**src/rtl/evt_watch_pkg.sv**
```systemverilog
package evt_watch_pkg;

  // Reset-cause status pair
  typedef struct packed {
    logic to;
    logic pd;
  } rst_stat_t;

  localparam rst_stat_t STAT_POR     = '{to: 1'b1, pd: 1'b1};
  localparam rst_stat_t STAT_WD_ACT  = '{to: 1'b0, pd: 1'b1};
  localparam rst_stat_t STAT_WD_SLP  = '{to: 1'b0, pd: 1'b0};
  localparam rst_stat_t STAT_SLEEP   = '{to: 1'b1, pd: 1'b0};
  localparam rst_stat_t STAT_XRST_PD = '{to: 1'b1, pd: 1'b0};

endpackage

```
**src/rtl/evt_watch_edge.sv**
```systemverilog
module evt_watch_edge #(
  parameter int SYNC_N = 2
) (
  input  logic clk,
  input  logic rst_n,
  input  logic pin,
  input  logic fall_sel,
  output logic hit
);
  // stages 0..SYNC_N-1 synchronize, stage SYNC_N holds the previous level
  logic [SYNC_N:0] stg;

  for (genvar i = 0; i <= SYNC_N; i++) begin : g_stage
    if (i == 0) begin : g_first
      always_ff @(posedge clk or negedge rst_n) begin
        if (!rst_n) stg[0] <= 1'b0;
        else        stg[0] <= pin;
      end
    end else begin : g_next
      always_ff @(posedge clk or negedge rst_n) begin
        if (!rst_n) stg[i] <= 1'b0;
        else        stg[i] <= stg[i-1];
      end
    end
  end

  logic rise, fall;
  assign rise = stg[SYNC_N-1] & ~stg[SYNC_N];
  assign fall = ~stg[SYNC_N-1] & stg[SYNC_N];
  assign hit  = fall_sel ? fall : rise;
endmodule

```
**src/rtl/evt_watch_psc.sv**
```systemverilog
module evt_watch_psc #(
  parameter int PS_W  = 8,
  parameter int SEL_W = 3
) (
  input  logic             clk,
  input  logic             rst_n,
  input  logic             clr,
  input  logic             ev,
  input  logic             to_wd,
  input  logic [SEL_W-1:0] sel,
  output logic             carry
);
  localparam int EXP_W = SEL_W + 1;

  logic [PS_W-1:0]  psc_q;
  logic [EXP_W-1:0] dexp;
  logic [PS_W:0]    span;
  logic [PS_W-1:0]  mask;

  // watchdog divides by 2^sel, counter by 2^(sel+1)
  always_comb begin
    dexp  = to_wd ? {1'b0, sel} : ({1'b0, sel} + EXP_W'(1));
    span  = (PS_W+1)'(1) << dexp;
    mask  = PS_W'(span - (PS_W+1)'(1));
    carry = ev && ((psc_q & mask) == mask);
  end

  always_ff @(posedge clk or negedge rst_n) begin
    if (!rst_n)   psc_q <= '0;
    else if (clr) psc_q <= '0;
    else if (ev)  psc_q <= psc_q + PS_W'(1);
  end
endmodule

```
**src/rtl/evt_watch_wdog.sv**
```systemverilog
module evt_watch_wdog
  import evt_watch_pkg::*;
#(
  parameter int WD_W = 8
) (
  input  logic clk,
  input  logic rst_n,
  input  logic inc,
  input  logic ext_rst,
  input  logic wd_clr,
  input  logic sleep_req,
  output logic expire,
  output logic expire_act,
  output logic wd_rst,
  output logic wd_wake,
  output logic pwr_down,
  output logic to_bit,
  output logic pd_bit
);
  logic [WD_W-1:0] wd_q;
  rst_stat_t       stat_q;
  logic            cmd_any;

  assign cmd_any    = ext_rst | wd_clr | sleep_req;
  assign expire     = inc && (wd_q == {WD_W{1'b1}}) && !cmd_any;
  assign expire_act = expire && !pwr_down;

  always_ff @(posedge clk or negedge rst_n) begin
    if (!rst_n)       wd_q <= '0;
    else if (cmd_any) wd_q <= '0;
    else if (inc)     wd_q <= wd_q + WD_W'(1);
  end

  always_ff @(posedge clk or negedge rst_n) begin
    if (!rst_n) begin
      stat_q   <= STAT_POR;
      pwr_down <= 1'b0;
      wd_rst   <= 1'b0;
      wd_wake  <= 1'b0;
    end else begin
      wd_rst  <= 1'b0;
      wd_wake <= 1'b0;
      if (ext_rst) begin
        if (pwr_down) stat_q <= STAT_XRST_PD;
        pwr_down <= 1'b0;
      end else if (wd_clr) begin
        stat_q <= STAT_POR;
      end else if (sleep_req) begin
        stat_q   <= STAT_SLEEP;
        pwr_down <= 1'b1;
      end else if (expire) begin
        if (pwr_down) begin
          stat_q   <= STAT_WD_SLP;
          pwr_down <= 1'b0;
          wd_wake  <= 1'b1;
        end else begin
          stat_q <= STAT_WD_ACT;
          wd_rst <= 1'b1;
        end
      end
    end
  end

  assign to_bit = stat_q.to;
  assign pd_bit = stat_q.pd;
endmodule

```
**src/rtl/evt_watch.sv**
```systemverilog
module evt_watch #(
  parameter int CNT_W  = 8,
  parameter int WD_W   = 8,
  parameter int PS_W   = 8,
  parameter int SEL_W  = 3,
  parameter int SYNC_N = 2
) (
  input  logic             clk,
  input  logic             rst_n,
  input  logic             cyc_tick,
  input  logic             cnt_pin,
  input  logic             edge_fall,
  input  logic             src_ext,
  input  logic             psc_to_wd,
  input  logic [SEL_W-1:0] psc_sel,
  input  logic             irq_en_n,
  input  logic             wd_en,
  input  logic             wd_tick,
  input  logic             wd_clr,
  input  logic             sleep_req,
  input  logic             ext_rst,
  input  logic             ovf_clr,
  output logic [CNT_W-1:0] cnt_val,
  output logic             ovf_flag,
  output logic             irq,
  output logic             wd_rst,
  output logic             wd_wake,
  output logic             pwr_down,
  output logic             to_bit,
  output logic             pd_bit
);
  logic pin_hit, src_ev, psc_ev, psc_carry, psc_clr;
  logic assign_q, assign_chg;
  logic cnt_inc, wd_inc, expire, expire_act, soft_clr;

  evt_watch_edge #(.SYNC_N(SYNC_N)) u_edge (
    .clk(clk), .rst_n(rst_n), .pin(cnt_pin), .fall_sel(edge_fall), .hit(pin_hit)
  );

  assign src_ev = src_ext ? pin_hit : cyc_tick;

  always_ff @(posedge clk or negedge rst_n) begin
    if (!rst_n) assign_q <= 1'b0;
    else        assign_q <= psc_to_wd;
  end
  assign assign_chg = psc_to_wd ^ assign_q;

  assign psc_ev  = psc_to_wd ? wd_tick : src_ev;
  assign psc_clr = assign_chg | ext_rst | wd_clr | sleep_req | expire;

  evt_watch_psc #(.PS_W(PS_W), .SEL_W(SEL_W)) u_psc (
    .clk(clk), .rst_n(rst_n), .clr(psc_clr), .ev(psc_ev),
    .to_wd(psc_to_wd), .sel(psc_sel), .carry(psc_carry)
  );

  assign cnt_inc = psc_to_wd ? src_ev : (psc_carry & ~assign_chg);
  assign wd_inc  = wd_en & (psc_to_wd ? (psc_carry & ~assign_chg) : wd_tick);

  evt_watch_wdog #(.WD_W(WD_W)) u_wdog (
    .clk(clk), .rst_n(rst_n), .inc(wd_inc), .ext_rst(ext_rst), .wd_clr(wd_clr),
    .sleep_req(sleep_req), .expire(expire), .expire_act(expire_act),
    .wd_rst(wd_rst), .wd_wake(wd_wake), .pwr_down(pwr_down),
    .to_bit(to_bit), .pd_bit(pd_bit)
  );

  assign soft_clr = ext_rst | expire_act;

  always_ff @(posedge clk or negedge rst_n) begin
    if (!rst_n) begin
      cnt_val  <= '0;
      ovf_flag <= 1'b0;
    end else if (soft_clr) begin
      cnt_val  <= '0;
      ovf_flag <= 1'b0;
    end else begin
      if (cnt_inc) cnt_val <= cnt_val + CNT_W'(1);
      if (cnt_inc && (cnt_val == {CNT_W{1'b1}})) ovf_flag <= 1'b1;
      else if (ovf_clr)                          ovf_flag <= 1'b0;
    end
  end

  assign irq = ovf_flag & ~irq_en_n;
endmodule

```
**config.mk**
```make
export PLATFORM = sky130hd
export DESIGN_NAME = evt_watch
export DESIGN_NICKNAME = d
export VERILOG_FILES = /design/src/rtl/evt_watch_pkg.sv /design/src/rtl/evt_watch_edge.sv /design/src/rtl/evt_watch_psc.sv /design/src/rtl/evt_watch_wdog.sv /design/src/rtl/evt_watch.sv
export SDC_FILE = /design/constraint.sdc
export NUM_CORES = 1
export LEC_CHECK = 0
export ABC_CLOCK_PERIOD_IN_PS = 7600
export CORE_ASPECT_RATIO = 2
export CORE_MARGIN = 3
export CORE_UTILIZATION = 58
export DETAILED_ROUTE_END_ITERATION = 10
export PLACE_DENSITY = 0.95
export REMOVE_ABC_BUFFERS = 1
export SYNTH_ARGS = -nofsm -noshare
export SYNTH_HDL_FRONTEND = slang
export SYNTH_HIERARCHICAL = 1
export SYNTH_SLANG_ARGS = --single-unit
```
**constraint.sdc**
```tcl
create_clock -name clk -period 7.6 [get_ports clk]
set_clock_uncertainty 0.2 [all_clocks]
set_input_delay 1.52 -clock clk [delete_from_list [all_inputs] [get_ports clk]]
set_output_delay 1.52 -clock clk [all_outputs]
set_load 0.01 [all_outputs]
```
; Yosys cells after proc, flatten, opt, wreduce, memory -nomap -nowiden
; Cells that the tools add are included.
[totals]
regBits = 34
output_inout_bits = 15
[classes]
add_sub_neg = 5
n_eq_ne = 5
n_shift = 1
mux = 35
bitwise_logic = 18
reduce_logical = 15
[op_table]
columns = operator, n
row1 = $mux W8, 6
row2 = $add A8 B1 Y8 const B, 3
row3 = $mux W1, 23
row4 = $eq A8 B8 Y1 const B, 2
row5 = $mux W2, 5
row6 = $and A8 B8 Y8, 1
row7 = $eq A8 B8 Y1, 1
row8 = $shl A1 B4 Y8 const A, 1
row9 = $sub A8 B1 Y8 const B, 1
row10 = $or A1 B1 Y1, 7
row11 = $reduce_bool A2 Y1, 3
row12 = $reduce_bool A3 Y1, 2
row13 = $and A1 B1 Y1, 5
row14 = $logic_and A1 B1 Y1, 5
row15 = $add A3 B1 Y4 const B, 1
row16 = $mux W4, 1
row17 = $ne A2 B1 Y1 const B, 2
row18 = $not A1 Y1, 4
row19 = $reduce_and A2 Y1, 2
row20 = $reduce_bool A4 Y1, 1
row21 = $logic_not A1 Y1, 2
row22 = $xor A1 B1 Y1, 1

; Longest topological paths before layout
; Gate-level depths: netlist of run 1.
[logic_depth]
ltp_word = 16
ltp_mapped = 22
mapped_depth_nobuf = 19

; Hierarchy
; Netlist of run 1, hierarchy kept.
[by_module_without_submodules]
columns = module, n_inst, cells_each, area_each_um2
row1 = evt_watch_psc, 1, 97, 844.6
row2 = evt_watch_wdog, 1, 61, 654.4
row3 = evt_watch, 1, 60, 585.6
row4 = evt_watch_edge, 1, 6, 97.6

; Worst setup path before layout of run 1
; No wires, ideal clock.
[synth_timing]
path_type = in2reg
start = in psc_sel[0]
end = reg u_psc.psc_q[7]
setup_ps = 78
t_arrival_ps = 5247
setup_slack_ps = 2075
path_stages = 22
path_buffers = 3
path_cell_list = ha_1 buf_6 and2b_1 nor4_1 o21ai_0 ha_1 o21ai_0 a21oi_1 o21ai_0 a2111oi_2 and3_1 nand3_1 a21boi_0 buf_2 nand4_1 nor3_2 nor4_1 nand2_1 clkbuf_1 o2111ai_1 or3_1 a21oi_1
[synth_via]
elab_chain_len = 14
word_cells_on_any_way = 15
classes_between = 2 x add/sub / 1 x eq/ne / 1 x shift / 3 x mux / 4 x bitwise / 4 x reduce/logical
[synth_lines]
columns = element, line
row1 = start: declaration, evt_watch.sv:15  ; input logic [SEL_W-1:0] psc_sel,
row2 = $add A3 B1 Y4, evt_watch_psc.sv:22  ; dexp = to_wd ? {1'b0, sel} : ({1'b0, sel} + EXP_W'(1));
row3 = $mux W4 *, evt_watch_psc.sv:22
row4 = $shl A1 B4 Y8 *, evt_watch_psc.sv:23  ; span = (PS_W+1)'(1) << dexp;
row5 = $sub A8 B1 Y8 *, evt_watch_psc.sv:24  ; mask = PS_W'(span - (PS_W+1)'(1));
row6 = $and A8 B8 Y8, evt_watch_psc.sv:25  ; carry = ev && ((psc_q & mask) == mask);
row7 = $eq A8 B8 Y1 *, evt_watch_psc.sv:25
row8 = $logic_and A1 B1 Y1 *, evt_watch_psc.sv:25
row9 = named net psc_carry, evt_watch.sv:32  ; logic pin_hit, src_ev, psc_ev, psc_carry, psc_clr;
row10 = $and A1 B1 Y1 *, evt_watch.sv:57  ; assign wd_inc = wd_en & (psc_to_wd ? (psc_carry & ~assign_chg) : wd_tick);
row11 = $mux W1 *, evt_watch.sv:57
row12 = $and A1 B1 Y1 *, evt_watch.sv:57
row13 = named net wd_inc, evt_watch.sv:34  ; logic cnt_inc, wd_inc, expire, expire_act, soft_clr;
row14 = $logic_and A1 B1 Y1 * (2 in series), evt_watch_wdog.sv:25  ; assign expire = inc && (wd_q == {WD_W{1'b1}}) && !cmd_any;
row15 = named net expire, evt_watch.sv:34
row16 = $or A1 B1 Y1 *, evt_watch.sv:49  ; assign psc_clr = assign_chg | ext_rst | wd_clr | sleep_req | expire;
row17 = named net psc_clr, evt_watch.sv:32
row18 = $mux W8 or $reduce_bool A2 Y1 (tied branches), n/a
row19 = end signal: assignment, evt_watch_psc.sv:31  ; else if (ev) psc_q <= psc_q + PS_W'(1);
row20 = end: declaration, evt_watch_psc.sv:15  ; logic [PS_W-1:0] psc_q;
; Mark *: on every way through the listed nets, which the timed path passes. The rest lies on a longest branch.
; A chain may end at the register's enable or synchronous reset.

; Worst setup path after layout of run 1
; Same ends and word-level chain as after synthesis.

==> metrics.txt, run 1 <==
vias post-DR=1836; Synth Flop Type=dfrtp_1; mux cell area share after synthesis=3.842%; vias in the first global route=1775; initial antenna violation count=0; DIE HEIGHT=92.74 um; floorplan core area=0.003491 mm2; Slew Viols, Final=0; fillcell total=242; Post-synth EDFFs=0; Hold Path Class=reg2reg; post-CTS sizing=0; crit path DAT=6.61 ns; Clock Sinks=34; commonest non-fill, non-tap cell in the layout=dfrtp_1; final hold vios=0; worst-margin pin slew=0.8357 ns; Seq/Total Area, Yosys=39.11%; ANT cells=0; register bit total from synthesis=34; Reg-to-Reg Start=u_edge/stg[2]$_DFF_PN0_; chip width=49.37 um; DRC viols=0; CTS Hold Bufs=0; FF-to-FF End=u_psc/psc_q[7]$_DFFE_PN0P_; Mapped Avg Cell Area=9.741 um2; Max-Cap Viols=0; Lkg Pwr=0.9951 nW; Placer Congestion=0.8995; worst hold endpoint=u_edge/stg[1]$_DFF_PN0_; relative slew slack=44.11%; Detail Placement HPWL=3472 um; critical path data required time=7.61 ns; Gate Count Post-Synth=224; Peak Freq=151.7 MHz; simple-gate area share of the yosys netlist=27.69%; Yosys warnings=6; Fin Setup TNS=0 ns; GRT Residual Overflow=0; layout cell share with drive strength beyond 1=13.39%; adder-cell share of the synthesized area=2.867%; Crit Path Max Fanout=14; most frequent cells in the layout=32 x dfrtp_1, 31 x clkdlybuf4s50_1, 20 x nor2_1; Core Rows=30; gr usage total=22.79%; detailed-router iteration count before antenna repair=4; WL final=4746 um; fin crit share=86.73%; VDD IR max=0.0001572 V; Reg2Reg Setup Slack=3.20 ns; main combinational cell family by area after synthesis=simple AND/OR/NAND/NOR gates; starting density of the core=62.51%; cts bufs inserted=5; kind of end point of the critical path=flip-flop; Vias/cell=6.079; Finished Core Util=73.48%; Yosys top cell area share=36.70%; Area contributors post-synth=dfrtp_1 37%, a21oi_1 3.9%, nor2_1 3.4%; post-CTS setup buffer count=0; XOR/XNOR share of the synthesized area=5.218%; Setup CP Type=in2reg; PortBufs=31; CTS Buffer Depth=2; critical path launch point type=primary input; first-pass GRT wire length=8100 um; RSZ-0062 raised after global routing=false; root cell of the clock tree=clkbuf_8; Routed WL per cell=15.72 um; status=completed; Die Area=0.004579 mm2; DRT iter0 DRCs=58; clock-pin slew on the worst setup and hold paths=0.07 ns; nets=275; source of the worst hold timing path=u_edge/stg[0]$_DFF_PN0_; io pins=32; reg2reg path depth=19; worst-skew pair later-pin latency=0.29 ns; Mapped Area=0.002182 mm2; worst hold path depth=0; Area Growth Syn to Fin=17.55%; Yosys cell types=63; Final Critical Period=6.591 ns; Final Setup Violations=0; Routed Antenna Nets=0; Pwr Density=149.0 mW/mm2; Synth Area in Compound Gates=15.65%; CTS tree=yes; biggest area consumer among synthesized cells=dfrtp_1; Post-synth ARST share=100.0%; H-tree Lvls=2; largest net degree at the start of global routing=35
## cells by family (layout without fill, tap and decap cells)
kind of cell             after synthesis  count (layout)
AO/OA/AOI/OAI                         50              50
XOR/XNOR                              13              13
adder cells (fa/ha/maj)                5               5
buffers and inverters                 18              48
flip-flops                            34              34
multiplexers                           8               8
AND/OR/NAND/NOR                       96              96
## final cells by class
class | instances | area [um2] | area share, %
clock buffers | 7 | 86.33 | 3.366
flip-flops and latches | 34 | 853.3 | 33.27
repair buffers | 33 | 325.3 | 12.68
clock inverters | 1 | 5.005 | 0.1951
well taps | 48 | 60.06 | 2.341
inverters | 7 | 28.78 | 1.122
multi-input cells | 172 | 1206 | 47.02
## where the power goes
group	internal [mW]	total (mW)	leakage, nW	switching, mW
Clock	0.0730	0.137	0.0482	0.0639
Combinational	0.0266	0.0578	0.490	0.0312
Sequential	0.184	0.187	0.457	0.00313
Total	0.284	0.382	0.995	0.0982
## per-stage QoR
stage          power, mW  instances  worst slack, ns  instance area (um2)  hold WS, ns
2_1_floorplan     0.2197        213            1.776                 2088       0.1312
3_5_place_dp      0.2476        294           0.7831                 2474       0.1387
6_report          0.3821        302            1.009                 2565       0.1512
4_1_cts           0.3846        302            1.040                 2565       0.1536
3_3_place_gp      0.2462        294            1.018                 2474       0.1350
5_1_grt           0.3989        302           0.5622                 2565       0.1515
## synth_stat cells, types with 3 or more instances
cell type and instances:
dfrtp_1 32, nor2_1 20, a21oi_1 17, o21ai_0 13, or3_1 12, nand2_1 10, xor2_1 7, inv_1 6
nand4_1 6, xnor2_1 6, buf_6 5, ha_1 5, mux2i_1 5, nand2b_1 5, nand3_1 5, and2_1 4
nor4_1 4, and3_1 3, mux2_2 3, nand3b_1 3, nor2b_1 3, nor3_1 3
## state kept, by name, indices dropped and copies added (netlist names)
signal           flops
u_wdog/to_bit        1
u_wdog/wd_rst        1
u_psc/psc_q          8
u_wdog/pwr_down      1
u_wdog/pd_bit        1
ovf_flag             1
u_edge/stg           3
u_wdog/wd_wake       1
cnt_val              8
assign_q             1
u_wdog/wd_q          8
## worst max path at each step
stage,to,slack [ns],startpoint
4_1_cts,u_psc/psc_q[7]$_DFFE_PN0P_,1.04,psc_sel[0]
2_1_floorplan,u_psc/psc_q[7]$_DFFE_PN0P_,1.78,psc_sel[0]
5_1_grt,u_psc/psc_q[7]$_DFFE_PN0P_,0.56,psc_sel[0]
6_report,u_psc/psc_q[7]$_DFFE_PN0P_,1.01,psc_sel[0]
3_3_place_gp,u_psc/psc_q[7]$_DFFE_PN0P_,1.02,psc_sel[0]
3_5_place_dp,u_psc/psc_q[7]$_DFFE_PN0P_,0.78,psc_sel[0]
## critical path, cell delays in order
cell and delay (ns):
clkdlybuf4s50_1 0.76, ha_1 0.42, and2b_1 0.27, nor4_1 0.22
o21ai_0 0.15, ha_1 0.30, o21ai_0 0.07, a21oi_1 0.12
o21ai_0 0.13, a2111oi_2 0.33, and3_1 0.22, nand3_1 0.07
a21boi_0 0.21, buf_4 0.17, nand4_1 0.27, nor3_2 0.25
nor4_1 0.07, nand2_1 0.23, o2111ai_1 0.26, or3_1 0.40
a21oi_1 0.14
## layer usage
layer	vias to the layer above	GRT usage, %	share of wire (%)
met3	17	5.153	4.5
met2	62	39.01	55
met5	-	0	0
met1	890	26.15	37
met4	0	11.32	3.1
li1	867	-	-
(Power assumes the default switching activity.)
==> run 2: changes to the inputs <==
--- a/config.mk
+++ b/config.mk
@@ -6,9 +6,13 @@
 export NUM_CORES = 1
 export LEC_CHECK = 0
 export ABC_CLOCK_PERIOD_IN_PS = 7600
+export CELL_PAD_IN_SITES_DETAIL_PLACEMENT = 1
+export CELL_PAD_IN_SITES_GLOBAL_PLACEMENT = 1
 export CORE_ASPECT_RATIO = 2
 export CORE_MARGIN = 3
-export CORE_UTILIZATION = 58
+export CORE_UTILIZATION = 47
+export CTS_BUF_LIST = sky130_fd_sc_hd__clkbuf_4 sky130_fd_sc_hd__clkbuf_8
+export CTS_CLUSTER_SIZE = 12
 export DETAILED_ROUTE_END_ITERATION = 10
 export PLACE_DENSITY = 0.95
 export REMOVE_ABC_BUFFERS = 1
==> metrics.txt, run 2 (synthesis results as in run 1) <==
Fin Setup TNS=0 ns (unchanged); RSZ-0062 raised after global routing=false; nets=276 (+0.36%); Final Setup Violations=0 (unchanged); Hold Path Class=reg2reg; Die Area=0.005546 mm2 (+21%); vias in the first global route=2023 (+14%); Lkg Pwr=1.011 nW (+1.6%); gr usage total=23.52% (+0.73 points); Routed Antenna Nets=0 (unchanged); WL met2=3135 um (+21%); Routed WL per cell=18.34 um (+17%); Crit Path Max Fanout=14 (unchanged); DRT iter0 DRCs=28 (-52%); detailed-router iteration count before antenna repair=4 (unchanged); DP Area=0.002489 mm2 (+0.61%); DIE HEIGHT=102.4 um (+10%); Slew Viols, Final=0 (unchanged); Pwr Density=159.7 mW/mm2 (+7.2%); most frequent cells in the layout=32 x dfrtp_1, 31 x clkdlybuf4s50_1, 20 x nor2_1; Reg-to-Reg Start=u_edge/stg[2]$_DFF_PN0_; largest net degree at the start of global routing=35 (unchanged); PortBufs=31 (unchanged); DRC viols=0 (unchanged); H-tree Lvls=2 (unchanged); Max-Cap Viols=0 (unchanged); Core Rows=34 (+13%); vias post-DR=1826 (-0.54%); post-CTS sizing=0 (unchanged); beginning of the critical path=psc_sel[0]; initial antenna violation count=0 (unchanged); GRT Residual Overflow=0 (unchanged); CTS Hold Bufs=0 (unchanged); io pins=32 (unchanged); Final Critical Period=6.816 ns (+0.2247 ns); Area Growth Syn to Fin=19.27%; Comb pwr share=14.3% (-0.8 points); CTS Buffer Depth=2 (unchanged); critical path launch point type=primary input; commonest non-fill, non-tap cell in the layout=dfrtp_1; Net Sw Frac=23.88% (-1.8 points); CTS tree=yes; worst-skew pair later-pin latency=0.28 ns (about the same); crit path DAT=6.82 ns (+0.21 ns); worst-margin pin slew=0.6016 ns (-0.2341 ns); fin crit share=89.68% (+3.0 points); wire length on met3=117 um (-46%); Internal Power=0.3164 mW (+11%); Detail Placement HPWL=4127 um (+19%); status=completed; layout cell share with drive strength beyond 1=14.12% (+0.73 points); source of the worst hold timing path=u_edge/stg[0]$_DFF_PN0_; ANT cells=0 (unchanged); post-CTS setup buffer count=0 (unchanged); Layout Cell Area excl Fill=0.002603 mm2 (+1.5%); WL final=5666 um (+19%); DR top layer=met4; Placer Congestion=0.8295 (-7.8%); VDD IR max=0.0001315 V (-16%); chip width=54.18 um (+9.7%); root cell of the clock tree=clkbuf_8; floorplan core area=0.004424 mm2 (+27%); Clock Sinks=34 (unchanged); clock-pin slew on the worst setup and hold paths=0.07 ns (about the same); starting density of the core=49.32% (-13 points); cts bufs inserted=5 (unchanged); Top Registers=cnt_val (8), u_psc/psc_q (8), u_wdog/wd_q (8); Peak Freq=146.7 MHz (-3.3%); kind of end point of the critical path=flip-flop; Vias/cell=5.909 (-2.8%); Setup CP Type=in2reg; DRT met1 WL=2156 um (+21%); Sequential Power Share=45.1% (-4.0 points); critical path data required time=7.61 ns (about the same); final hold vios=0 (unchanged); clock power share=40.6% (+4.8 points); first-pass GRT wire length=9618 um (+19%); P_sw=0.09925 mW (+1.0%); relative slew slack=59.76% (+16 points)
run 2: cell count changes in the layout (fill, tap and decap cells not counted):
| cell | change |
|---|---|
| bufinv_16 | +1 |
| clkbuf_4 | +2 |
| clkinv_2 | -1 |
| clkbuf_8 | -1 |
| clkbuf_1 | -1 |
| buf_4 | +1 |
run 2: worst max-delay path, cell delays in order:
cell and delay (ns):
clkdlybuf4s50_1 0.76, ha_1 0.46, and2b_1 0.27, nor4_1 0.23, o21ai_0 0.14, ha_1 0.30
o21ai_0 0.08, a21oi_1 0.13, o21ai_0 0.13, a2111oi_2 0.34, and3_1 0.25, nand3_1 0.10
a21boi_0 0.22, buf_4 0.20, nand4_1 0.28, nor3_2 0.28, nor4_1 0.08, nand2_1 0.24
o2111ai_1 0.27, or3_1 0.40, a21oi_1 0.15
run 2: final timing paths:
kind,endpoint,slack [ns],cells past startpoint
setup / recovery,u_psc/psc_q[7]$_DFFE_PN0P_,0.78,21
hold / removal,u_edge/stg[1]$_DFF_PN0_,0.16,0
setup reg to reg,u_psc/psc_q[7]$_DFFE_PN0P_,3.01,19
hold reg to reg,u_edge/stg[1]$_DFF_PN0_,0.16,0
max in group asynchronous,u_wdog/to_bit$_DFFE_PN1P_,5.42,2
min in group asynchronous,cnt_val[3]$_DFFE_PN0P_,1.44,2
run 2: final cells by class:
cell class / instances / area (um2)
Fill cell: 526 / 1822
Multi-Input combinational cell: 172 / 1206
Sequential cell: 34 / 853.3
Timing Repair Buffer: 34 / 332.8
Clock buffer: 7 / 83.83
Tap cell: 54 / 67.56
Clock inverter: 1 / 30.03
Inverter: 7 / 28.78
run 2: metal layers:
layer | GRT usage, % | vias to the layer above
li1 | - | 867
met1 | 25.50 | 896
met2 | 41.37 | 44
met3 | 2.774 | 19
met4 | 14.01 | 0
met5 | 0 | -
run 2: power groups by stage:
stage | clock [mW] | combinational (mW) | sequential (mW)
floorplan | 0 | 0.0288 | 0.191
global placement | 0 | 0.0569 | 0.191
detailed placement | 0 | 0.0588 | 0.191
CTS | 0.174 | 0.0596 | 0.187
global route | 0.183 | 0.0647 | 0.188
finish | 0.169 | 0.0593 | 0.187
run 2: metrics by stage:
stage	hold slack (ns)	std cells	total power, mW	util [%]	worst slack, ns
6_report	0.1556	309	0.4156	58.82	0.7841
5_1_grt	0.1709	309	0.4361	58.82	0.2684
4_1_cts	0.1569	309	0.4212	58.82	0.7785
3_5_place_dp	0.1410	301	0.2496	56.25	0.5577
3_3_place_gp	0.1338	301	0.2476	56.25	0.9930
2_1_floorplan	0.1312	213	0.2197	-	1.776
==> run 3: changes to the inputs <==
--- a/config.mk
+++ b/config.mk
@@ -8,7 +8,7 @@
 export ABC_CLOCK_PERIOD_IN_PS = 7600
 export CELL_PAD_IN_SITES_DETAIL_PLACEMENT = 1
 export CELL_PAD_IN_SITES_GLOBAL_PLACEMENT = 1
-export CORE_ASPECT_RATIO = 2
+export CORE_ASPECT_RATIO = 0.6
 export CORE_MARGIN = 3
 export CORE_UTILIZATION = 47
 export CTS_BUF_LIST = sky130_fd_sc_hd__clkbuf_4 sky130_fd_sc_hd__clkbuf_8
==> metrics.txt, run 3 (synthesis results as in run 1) <==
Vias/cell=6.041 (+2.2%); CTS Hold Bufs=0 (unchanged); DRC viols=0 (unchanged); most frequent cells in the layout=32 x dfrtp_1, 31 x clkdlybuf4s50_1, 20 x nor2_1; post-CTS sizing=0 (unchanged); Slew Viols, Final=0 (unchanged); gr usage total=24.27% (+0.75 points); Fin Setup TNS=0 ns (unchanged); Final Critical Period=6.983 ns (+0.1675 ns); Crit Path Max Fanout=10 (-4); Die Area=0.005523 mm2 (-0.41%); initial antenna violation count=0 (unchanged); source of the worst hold timing path=u_edge/stg[0]$_DFF_PN0_; starting density of the core=50.99% (+1.7 points); pre-CTS setup slack=0.4650 ns (-0.09268 ns); clock-pin slew on the worst setup and hold paths=0.07 ns (about the same); largest net degree at the start of global routing=35 (unchanged); RSZ-0062 raised after global routing=false; floorplan core area=0.004279 mm2 (-3.3%); root cell of the clock tree=clkbuf_8; post-CTS setup buffer count=0 (unchanged); Reg-to-Reg Start=u_edge/stg[1]$_DFF_PN0_; final hold vios=0 (unchanged); critical path data required time=7.62 ns (about the same); worst-margin pin slew=0.6508 ns (+0.04914 ns); vias post-DR=1909 (+4.5%); cts bufs inserted=5 (unchanged); Max-Cap Viols=0 (unchanged); Routed WL per cell=19.00 um (+3.6%); first-pass GRT wire length=10260 um (+6.7%); fin crit share=91.89% (+2.2 points); detailed-router iteration count before antenna repair=5 (+1); worst hold path depth=0 (unchanged); Detail Placement HPWL=4455 um (+7.9%); layout cell share with drive strength beyond 1=14.45% (+0.34 points); Final Setup Violations=0 (unchanged); Core Rows=18 (-47%); Setup CP Type=in2reg; io pins=32 (unchanged); PortBufs=31 (unchanged); final worst setup slack=0.6166 ns (-0.1675 ns); Peak Freq=143.2 MHz (-2.4%); commonest non-fill, non-tap cell in the layout=dfrtp_1; H-tree Lvls=2 (unchanged); worst-skew pair later-pin latency=0.29 ns (about the same); CTS tree=yes; relative slew slack=56.48% (-3.3 points); ANT cells=0 (unchanged); VDD IR max=0.0001035 V (-21%); status=completed; Pwr Density=151.5 mW/mm2 (-5.1%); Lkg Pwr=1.008 nW (-0.28%); GRT Residual Overflow=0 (unchanged); Clock Sinks=34 (unchanged); CTS Buffer Depth=2 (unchanged); DRT iter0 DRCs=138 (+390%); critical path launch point type=primary input; kind of end point of the critical path=flip-flop; crit path DAT=7.00 ns (+0.18 ns); reg2reg path depth=19 (unchanged); chip width=93.97 um (+73%); DIE HEIGHT=58.78 um (-43%); Reg2Reg Setup Slack=2.85 ns (-0.16 ns); nets=277 (+0.36%); vias in the first global route=2019 (-0.20%); Area Growth Syn to Fin=19.09%; FF-to-FF End=u_psc/psc_q[7]$_DFFE_PN0P_; WL final=6005 um (+6.0%); Top Registers=cnt_val (8), u_psc/psc_q (8), u_wdog/wd_q (8); worst hold endpoint=u_edge/stg[1]$_DFF_PN0_; Power, Total=0.3938 mW (-5.3%); Routed Antenna Nets=0 (unchanged); Hold Path Class=reg2reg; Placer Congestion=0.9084 (+9.5%)
run 3: critical path, stage by stage:
cell	delay (ns)
clkdlybuf4s50_1	0.72
ha_1	0.45
and2b_1	0.28
nor4_1	0.23
o21ai_0	0.17
ha_1	0.33
o21ai_0	0.10
a21oi_1	0.15
o21ai_0	0.13
a2111oi_2	0.37
and3_1	0.26
nand3_1	0.09
a21boi_0	0.23
buf_4	0.21
nand4_1	0.28
nor3_2	0.25
nor4_1	0.08
nand2_1	0.26
o2111ai_1	0.30
or3_1	0.43
a21oi_1	0.14
run 3: per-stage QoR:
stage / area [um2] / std cells / utilization (%) / hold slack, ns
after floorplan: 2088 / 213 / - / 0.1312
after global placement: 2504 / 308 / 58.51 / 0.1346
after detailed placement: 2504 / 308 / 58.51 / 0.1434
after CTS: 2599 / 316 / 60.73 / 0.1588
after global routing: 2599 / 316 / 60.73 / 0.1639
final: 2599 / 316 / 60.73 / 0.1557
run 3: where the power goes:
part / leakage [nW] / total, mW / internal (mW) / switching [mW]
Combinational: 0.499 / 0.0610 / 0.0273 / 0.0336
Sequential: 0.457 / 0.187 / 0.184 / 0.00326
Clock: 0.0517 / 0.145 / 0.0767 / 0.0687
run 3: worst max path at each step:
stage	startpoint	to	slack [ns]	cells past startpoint
6_report	psc_sel[1]	u_psc/psc_q[7]$_DFFE_PN0P_	0.62	21
5_1_grt	psc_sel[1]	u_psc/psc_q[7]$_DFFE_PN0P_	0.16	21
4_1_cts	psc_sel[1]	u_psc/psc_q[7]$_DFFE_PN0P_	0.69	21
3_5_place_dp	psc_sel[1]	u_psc/psc_q[7]$_DFFE_PN0P_	0.47	21
3_3_place_gp	psc_sel[1]	u_psc/psc_q[7]$_DFFE_PN0P_	1.04	21
2_1_floorplan	psc_sel[0]	u_psc/psc_q[7]$_DFFE_PN0P_	1.78	19
run 3: per-layer routing:
metal  up-vias  global-route usage [%]  share of wire [%]
li1        871                       -                  -
met1       951                   31.97                 46
met2        68                   39.35                 47
met3        19                   5.492                5.1
met4         0                   9.465                2.0
met5         -                       0                  0
run 3: area by class of cell:
type                            instances  area [um2]
Fill cell                             495        1680
Multi-Input combinational cell        172        1206
Sequential cell                        34       853.3
Timing Repair Buffer                   35       340.3
Clock buffer                            7       90.09
Tap cell                               60       75.07
Inverter                                7       28.78
Clock inverter                          1       5.005
